===== src/rtl/pwm_guard_pkg.sv =====
// Package: shared types and register addresses for the PWM guard stage.
// Assumes an 8-bit write bus and a 3-bit register address.
package pwm_guard_pkg;

    localparam int ADDR_W = 3;

    localparam logic [ADDR_W-1:0] A_CFG   = 3'd0;
    localparam logic [ADDR_W-1:0] A_DTLO  = 3'd1;
    localparam logic [ADDR_W-1:0] A_DTHI  = 3'd2;
    localparam logic [ADDR_W-1:0] A_OE    = 3'd3;
    localparam logic [ADDR_W-1:0] A_IRQEN = 3'd4;
    localparam logic [ADDR_W-1:0] A_FLAGS = 3'd5;
    localparam logic [ADDR_W-1:0] A_CMD   = 3'd6;

    // Pattern applied to the pins while a fault is active.
    typedef enum logic [1:0] {
        ACT_NONE  = 2'b00,
        ACT_LOW   = 2'b01,
        ACT_BRAKE = 2'b10,
        ACT_LOW_B = 2'b11
    } fault_act_e;

endpackage


===== src/rtl/pwm_guard_regs.sv =====
// Module: register file and command decode for the guard stage.
// Holds the configuration, dead times, pin enables and interrupt enables.
// Command and flag-clear writes come out as single-cycle pulses on the write edge.
// Assumes the CFG field layout stated in the brief.
module pwm_guard_regs
    import pwm_guard_pkg::*;
#(
    parameter int NUM_PAIRS = 4,
    parameter int DATA_W    = 8
) (
    input  logic                   clk,
    input  logic                   rst_n,
    input  logic                   wr_en,
    input  logic [ADDR_W-1:0]      wr_addr,
    input  logic [DATA_W-1:0]      wr_data,
    output logic [NUM_PAIRS-1:0]   dt_en,
    output logic                   latch_mode,
    output fault_act_e             fault_act,
    output logic                   src_en,
    output logic [DATA_W-1:0]      dt_lo,
    output logic [DATA_W-1:0]      dt_hi,
    output logic [2*NUM_PAIRS-1:0] pin_oe,
    output logic [1:0]             irq_en,
    output logic [1:0]             flag_clr,
    output logic                   clr_cmd,
    output logic                   sw_evt
);

    localparam int NPINS = 2 * NUM_PAIRS;

    logic [DATA_W-1:0] cfg_q;

    // Configuration storage, written on addressed strobes.
    always_ff @(posedge clk) begin
        if (!rst_n) begin
            cfg_q  <= '0;
            dt_lo  <= '0;
            dt_hi  <= '0;
            pin_oe <= '0;
            irq_en <= '0;
        end else if (wr_en) begin
            case (wr_addr)
                A_CFG:   cfg_q  <= wr_data;
                A_DTLO:  dt_lo  <= wr_data;
                A_DTHI:  dt_hi  <= wr_data;
                A_OE:    pin_oe <= wr_data[NPINS-1:0];
                A_IRQEN: irq_en <= wr_data[1:0];
                default: ;
            endcase
        end
    end

    // Field split of the configuration register.
    always_comb begin
        dt_en      = cfg_q[NUM_PAIRS-1:0];
        latch_mode = cfg_q[4];
        fault_act  = fault_act_e'(cfg_q[6:5]);
        src_en     = cfg_q[7];
    end

    // Single-cycle command and clear pulses.
    always_comb begin
        flag_clr = (wr_en && wr_addr == A_FLAGS) ? wr_data[1:0] : 2'b00;
        clr_cmd  = wr_en && (wr_addr == A_CMD) && wr_data[0];
        sw_evt   = wr_en && (wr_addr == A_CMD) && wr_data[1];
    end

    p_pulse_onehot_r9: assert property (@(posedge clk) disable iff (!rst_n)
        (clr_cmd || sw_evt) |-> (wr_en && wr_addr == A_CMD));

endmodule


===== src/rtl/pwm_guard_deadtime.sv =====
// Module: dead-time generator for one complementary pair.
// It registers the PWM input and counts how many consecutive edges have held
// the current level, saturating at the top of the count.
// A side turns on only once the run length reaches its dead time.
// Turn-off happens on the first edge of the opposite level.
// When dead time is disabled the threshold is 0, which gives a plain pass-through.
module pwm_guard_deadtime #(
    parameter int CNT_W = 8
) (
    input  logic             clk,
    input  logic             rst_n,
    input  logic             pwm_in,
    input  logic             dt_en,
    input  logic [CNT_W-1:0] dt_lo,
    input  logic [CNT_W-1:0] dt_hi,
    output logic             hs_o,
    output logic             ls_o
);

    localparam logic [CNT_W-1:0] CNT_MAX = '1;

    logic             lvl_q;
    logic [CNT_W-1:0] run_q;
    logic [CNT_W-1:0] thr_hi;
    logic [CNT_W-1:0] thr_lo;

    // Sample the input and track the length of its current run.
    always_ff @(posedge clk) begin
        if (!rst_n) begin
            lvl_q <= 1'b0;
            run_q <= '0;
        end else begin
            lvl_q <= pwm_in;
            if (pwm_in != lvl_q)
                run_q <= '0;
            else if (run_q != CNT_MAX)
                run_q <= run_q + 1'b1;
        end
    end

    // Select the effective turn-on thresholds.
    always_comb begin
        thr_hi = dt_en ? dt_hi : '0;
        thr_lo = dt_en ? dt_lo : '0;
    end

    // Gate each side on its level and its elapsed run length.
    always_comb begin
        hs_o = lvl_q  && (run_q >= thr_hi);
        ls_o = !lvl_q && (run_q >= thr_lo);
    end

    p_pair_exclusive_r5: assert property (@(posedge clk) disable iff (!rst_n)
        !(hs_o && ls_o));
    p_hs_fall_now_r4: assert property (@(posedge clk) disable iff (!rst_n)
        !pwm_in |=> !hs_o);
    p_ls_fall_now_r3: assert property (@(posedge clk) disable iff (!rst_n)
        pwm_in |=> !ls_o);

endmodule


===== src/rtl/pwm_guard_fault.sv =====
// Module: fault state machine, event flags and interrupt request.
// A trigger is the enabled external event or a software event.
// In latched mode the state holds until a clear arrives with no trigger present.
// In non-latched mode the state follows the trigger with one register of delay.
module pwm_guard_fault (
    input  logic       clk,
    input  logic       rst_n,
    input  logic       fault_in,
    input  logic       src_en,
    input  logic       sw_evt,
    input  logic       latch_mode,
    input  logic       clr_cmd,
    input  logic [1:0] flag_clr,
    input  logic [1:0] irq_en,
    output logic       fault_q,
    output logic       irq
);

    logic trig;
    logic entry_flag;
    logic event_flag;

    // Combine the fault sources.
    always_comb begin
        trig = (fault_in && src_en) || sw_evt;
    end

    // Fault state: a trigger wins, latched mode holds until cleared.
    always_ff @(posedge clk) begin
        if (!rst_n)
            fault_q <= 1'b0;
        else
            fault_q <= trig || (latch_mode && fault_q && !clr_cmd);
    end

    // Sticky flags, write-one-to-clear, with set winning over clear.
    always_ff @(posedge clk) begin
        if (!rst_n) begin
            entry_flag <= 1'b0;
            event_flag <= 1'b0;
        end else begin
            if (trig && !fault_q)
                entry_flag <= 1'b1;
            else if (flag_clr[0])
                entry_flag <= 1'b0;
            if (trig)
                event_flag <= 1'b1;
            else if (flag_clr[1])
                event_flag <= 1'b0;
        end
    end

    // Interrupt request from the gated flags.
    always_comb begin
        irq = (irq_en[0] && entry_flag) || (irq_en[1] && event_flag);
    end

    p_clear_blocked_r9: assert property (@(posedge clk) disable iff (!rst_n)
        (clr_cmd && trig) |=> fault_q);
    p_latch_hold_r9: assert property (@(posedge clk) disable iff (!rst_n)
        (latch_mode && fault_q && !clr_cmd) |=> fault_q);
    p_follow_r10: assert property (@(posedge clk) disable iff (!rst_n)
        (!latch_mode && !trig) |=> !fault_q);
    p_event_flag_r12: assert property (@(posedge clk) disable iff (!rst_n)
        trig |=> event_flag);
    p_masked_src_r11: assert property (@(posedge clk) disable iff (!rst_n)
        (!src_en && !sw_evt && !fault_q) |=> !fault_q);

endmodule


===== src/rtl/pwm_guard_stage.sv =====
// Module: top of the complementary PWM output stage.
// It splits four PWM inputs into eight drives through per-pair dead-time
// generators and applies the fault pattern and the pin enables.
// Pin 2i is the high side and pin 2i+1 the low side of pair i.
module pwm_guard_stage
    import pwm_guard_pkg::*;
#(
    parameter int NUM_PAIRS = 4,
    parameter int DATA_W    = 8
) (
    input  logic                   clk,
    input  logic                   rst_n,
    input  logic [NUM_PAIRS-1:0]   pwm_in,
    input  logic                   fault_in,
    input  logic                   wr_en,
    input  logic [ADDR_W-1:0]      wr_addr,
    input  logic [DATA_W-1:0]      wr_data,
    output logic [2*NUM_PAIRS-1:0] pin_out,
    output logic                   irq
);

    localparam int NPINS = 2 * NUM_PAIRS;

    logic [NUM_PAIRS-1:0] dt_en;
    logic                 latch_mode;
    fault_act_e           fault_act;
    logic                 src_en;
    logic [DATA_W-1:0]    dt_lo;
    logic [DATA_W-1:0]    dt_hi;
    logic [NPINS-1:0]     pin_oe;
    logic [1:0]           irq_en;
    logic [1:0]           flag_clr;
    logic                 clr_cmd;
    logic                 sw_evt;
    logic                 fault_q;
    logic [NUM_PAIRS-1:0] hs;
    logic [NUM_PAIRS-1:0] ls;

    pwm_guard_regs #(
        .NUM_PAIRS (NUM_PAIRS),
        .DATA_W    (DATA_W)
    ) u_regs (
        .clk        (clk),
        .rst_n      (rst_n),
        .wr_en      (wr_en),
        .wr_addr    (wr_addr),
        .wr_data    (wr_data),
        .dt_en      (dt_en),
        .latch_mode (latch_mode),
        .fault_act  (fault_act),
        .src_en     (src_en),
        .dt_lo      (dt_lo),
        .dt_hi      (dt_hi),
        .pin_oe     (pin_oe),
        .irq_en     (irq_en),
        .flag_clr   (flag_clr),
        .clr_cmd    (clr_cmd),
        .sw_evt     (sw_evt)
    );

    pwm_guard_fault u_fault (
        .clk        (clk),
        .rst_n      (rst_n),
        .fault_in   (fault_in),
        .src_en     (src_en),
        .sw_evt     (sw_evt),
        .latch_mode (latch_mode),
        .clr_cmd    (clr_cmd),
        .flag_clr   (flag_clr),
        .irq_en     (irq_en),
        .fault_q    (fault_q),
        .irq        (irq)
    );

    for (genvar g = 0; g < NUM_PAIRS; g++) begin : g_pair
        logic hs_f;
        logic ls_f;

        pwm_guard_deadtime #(
            .CNT_W (DATA_W)
        ) u_dt (
            .clk    (clk),
            .rst_n  (rst_n),
            .pwm_in (pwm_in[g]),
            .dt_en  (dt_en[g]),
            .dt_lo  (dt_lo),
            .dt_hi  (dt_hi),
            .hs_o   (hs[g]),
            .ls_o   (ls[g])
        );

        // Substitute the fault pattern for this pair while a fault is active.
        always_comb begin
            hs_f = hs[g];
            ls_f = ls[g];
            if (fault_q) begin
                case (fault_act)
                    ACT_NONE:  ;
                    ACT_BRAKE: begin hs_f = 1'b0; ls_f = 1'b1; end
                    default:   begin hs_f = 1'b0; ls_f = 1'b0; end
                endcase
            end
        end

        // Apply the per-pin enables.
        always_comb begin
            pin_out[2*g]   = hs_f && pin_oe[2*g];
            pin_out[2*g+1] = ls_f && pin_oe[2*g+1];
        end
    end

    p_oe_mask_r13: assert property (@(posedge clk) disable iff (!rst_n)
        (pin_out & ~pin_oe) == '0);
    p_fault_low_r8: assert property (@(posedge clk) disable iff (!rst_n)
        (fault_q && (fault_act == ACT_LOW || fault_act == ACT_LOW_B)) |-> (pin_out == '0));

endmodule


===== config.mk =====
export PLATFORM = sky130hd
export DESIGN_NAME = pwm_guard_stage
export DESIGN_NICKNAME = d
export VERILOG_FILES = /design/src/rtl/pwm_guard_pkg.sv /design/src/rtl/pwm_guard_regs.sv /design/src/rtl/pwm_guard_deadtime.sv /design/src/rtl/pwm_guard_fault.sv /design/src/rtl/pwm_guard_stage.sv
export SDC_FILE = /design/constraint.sdc
export NUM_CORES = 1
export LEC_CHECK = 0
export BUFFER_PORTS_ARGS = -buffer_cell sky130_fd_sc_hd__buf_2
export CORE_MARGIN = 1
export CORE_UTILIZATION = 60
export CTS_CLUSTER_SIZE = 10
export DETAILED_ROUTE_END_ITERATION = 8
export PLACE_DENSITY = 0.9
export SLEW_MARGIN = 20
export SYNTH_ARGS = -nofsm -noshare
export SYNTH_HDL_FRONTEND = slang
export SYNTH_SLANG_ARGS = --single-unit
export TNS_END_PERCENT = 10

===== constraint.sdc =====
create_clock -name clk -period 2.55 [get_ports clk]
set_clock_uncertainty 0.2 [all_clocks]
set_input_delay 0.3825 -clock clk [delete_from_list [all_inputs] [get_ports clk]]
set_output_delay 0.3825 -clock clk [all_outputs]
set_load 0.01 [all_outputs]

==> impl_metrics.ini <==
[outcome]
status = finished with violations
violations = setup timing

[critical_path]
cpPeakStageDelay_ns = 0.36
startpoint = u_regs.cfg_q[2]
start_kind = flip-flop
rr_startpoint = g_pair[3].u_dt.run_q[1]
path_delay_family = compound AO/OA/AOI/OAI gates
path_cells = buf_6, and2_4, ha_4, o211ai_1, a211o_1, a221oi_2, buf_2
crit_buf_inv = 2
required_ns = 1.97
crit_slowest_cell = dfxtp_4
path_class = flip-flop to primary output
path_max_fanout = 6
end_kind = primary output
critical_path_arrival_ns = 2.06

[sta]
period_share = 1.04
drv_slew = 0
setup_viol = 7
max_freq_mhz = 379
holdWs_ns = 0.0448
max_slew_margin = 0.627
worst_pin_slew_ns = 0.560
timing.final.ws_setup_ns = -0.0901
hold_violations = 0
period_minus_slack_ns = 2.64
rsz0062_at_grt = yes

[synthesis]
syn-num-nets = 665
ys_seq_area_frac = 0.311
syn_area_um2 = 4710
synth.distinct_cells = 41
synth-async-reset-ratio = 0
yosysMostFrequentCell = nand2_1
synth_common_cells = nand2_1, dfxtp_1, ha_1
synth.area.top_cells = dfxtp_1, ha_1, nand2_1
ys.flop_type = dfxtp_1
avgSynthCellArea_um2 = 8.14
yosysTopAreaCell = dfxtp_1
ys_seq_elements = 73
netlist.area_leader.share = 0.311
syn_inst = 578
synth_edf_count = 0
yosys_warnings = 0

[placement]
place_area_um2 = 4920
numPortBuffers = 27
gp_routability_congestion = 0.904
dp_hpwl_um = 8770

[clocking]
clock_latency_ns = 0.36
cts_buffers = 9
clkSlewWorstSetupHoldPaths_ns = 0.09
root_buffer = clkbuf_8
clock_sinks = 73
htree_levels = 3
clockBufferDepth = 2
cts_tree = done

[hold_path]
hold_class = input pin to flip-flop
hp-start = pwm_in[1]

[power_and_ir_drop]
ir_drop_uv = 449
power_leakage_nw = 2.10
p_per_area_nw_per_um2 = 425

[final_layout]
final_area_um2 = 5540
final_layout_size_suffix_gt1_frac = 0.187
nNetsFinal = 703
diodes = 0
syn_to_final_growth_pct = 17.7

[route]
dr.first_iter.drc_count = 459
drt_first_pass_iters = 6
vias_per_cell = 6.52
drc = 0
routed_wirelength_um = 13700
wl_per_cell_um = 19.0
antenna_left = 0
via_count = 4691

[floorplan]
start_util = 0.635
die_area_um2 = 8200
die_y_um = 90.6
ios = 28
coreArea_um2 = 7410
die_w_um = 90.6
num_rows = 31

[global_routing]
track_usage = 0.317
antenna_found_initial = 0
grt_start_max_net_pins = 28
grt_pass1_vias = 4579
grt_overflow_total = 0
grt_pass1_wl_um = 20700

[flow_run]
cap_violations = 0
-- per-layer routing --
metal / vias up / share of wire / track usage / routed length, um
met4: 0 / 0.046 / 0.207 / 636
met5: - / 0 / 0 / 0
li1: 2149 / - / - / -
met2: 318 / 0.47 / 0.525 / 6480
met3: 73 / 0.10 / 0.0480 / 1370
met1: 2151 / 0.38 / 0.381 / 5210
-- flip-flops by register name (all words and copies together), names as in the netlist --
name / flops
g_pair.u_dt.lvl_q: 4
g_pair.u_dt.run_q: 32
u_fault.entry_flag: 1
u_fault.event_flag: 1
u_fault.fault_q: 1
u_regs.cfg_q: 8
u_regs.dt_hi: 8
u_regs.dt_lo: 8
u_regs.irq_en: 2
u_regs.pin_oe: 8
-- worst paths after layout --
kind | end | slack [ns] | cells past startpoint
max reg2reg | g_pair[3].u_dt.run_q[3] | 0.74 | 5
max | pin_out[5] | -0.09 | 7
min | g_pair[1].u_dt.lvl_q | 0.04 | 2
min reg2reg | u_fault.event_flag | 0.27 | 2
-- what timing repair did --
item | 4_1_cts | 5_1_grt
gates resized for setup | 31 | 45
pin swaps | 9 | 19
endpoints found under the setup margin | 8 | 8
buffers inserted | 8 | 5
hold buffers | 0 | 0
-- logic make-up (layout without fill, tap and decap cells) --
logic type,count (synthesis),count (layout),synth area share
AND/OR/NAND/NOR,275,275,0.270
AO/OA/AOI/OAI,111,111,0.167
flip-flops,73,73,0.311
adder cells (fa/ha/maj),68,68,0.181
buffers and inverters,27,70,0.0242
XOR/XNOR,12,12,0.0223
multiplexers,12,12,0.0255
-- report_power, final --
group	total, mW	internal [mW]	leakage, nW	switching [mW]
sequential	1.20	1.16	0.600	0.0372
combinational	0.193	0.0835	1.40	0.109
clock	0.961	0.462	0.101	0.498
total	2.35	1.71	2.10	0.645
-- per-stage QoR --
stage	instances	TNS, ns	worst slack (ns)	util	power (mW)
floorplan	578	0	0.0791	-	1.32
global placement	691	0	0.142	0.664	1.38
detailed placement	691	0	0.0376	0.664	1.39
CTS	715	-0.158	-0.0467	0.712	2.33
global route	720	-0.857	-0.177	0.748	2.42
finish	720	-0.335	-0.0901	0.748	2.35
-- final cells by class --
class	instances	area (um^2)
clock inverter	7	77.6
inverter	10	37.5
fill	488	1870
timing repair buffer	44	289
sequential	73	1490
tap	99	124
clock buffer	9	124
multi-input combinational	478	3390
-- placed cells by master, fill, tap and decap left out, types with 11 or more instances in the layout --
cell type / count
o2111ai_1: 11
dfxtp_1: 59
o21ai_0: 16
nand2_1: 124
nor3_1: 19
and2_1: 12
ha_4: 12
a21boi_0: 11
a21boi_1: 16
ha_1: 56
nor2_1: 43
buf_2: 27
nand3_1: 13
a21oi_1: 13
mux2i_1: 12
No activity file was read; power rests on OpenSTA's default activity.
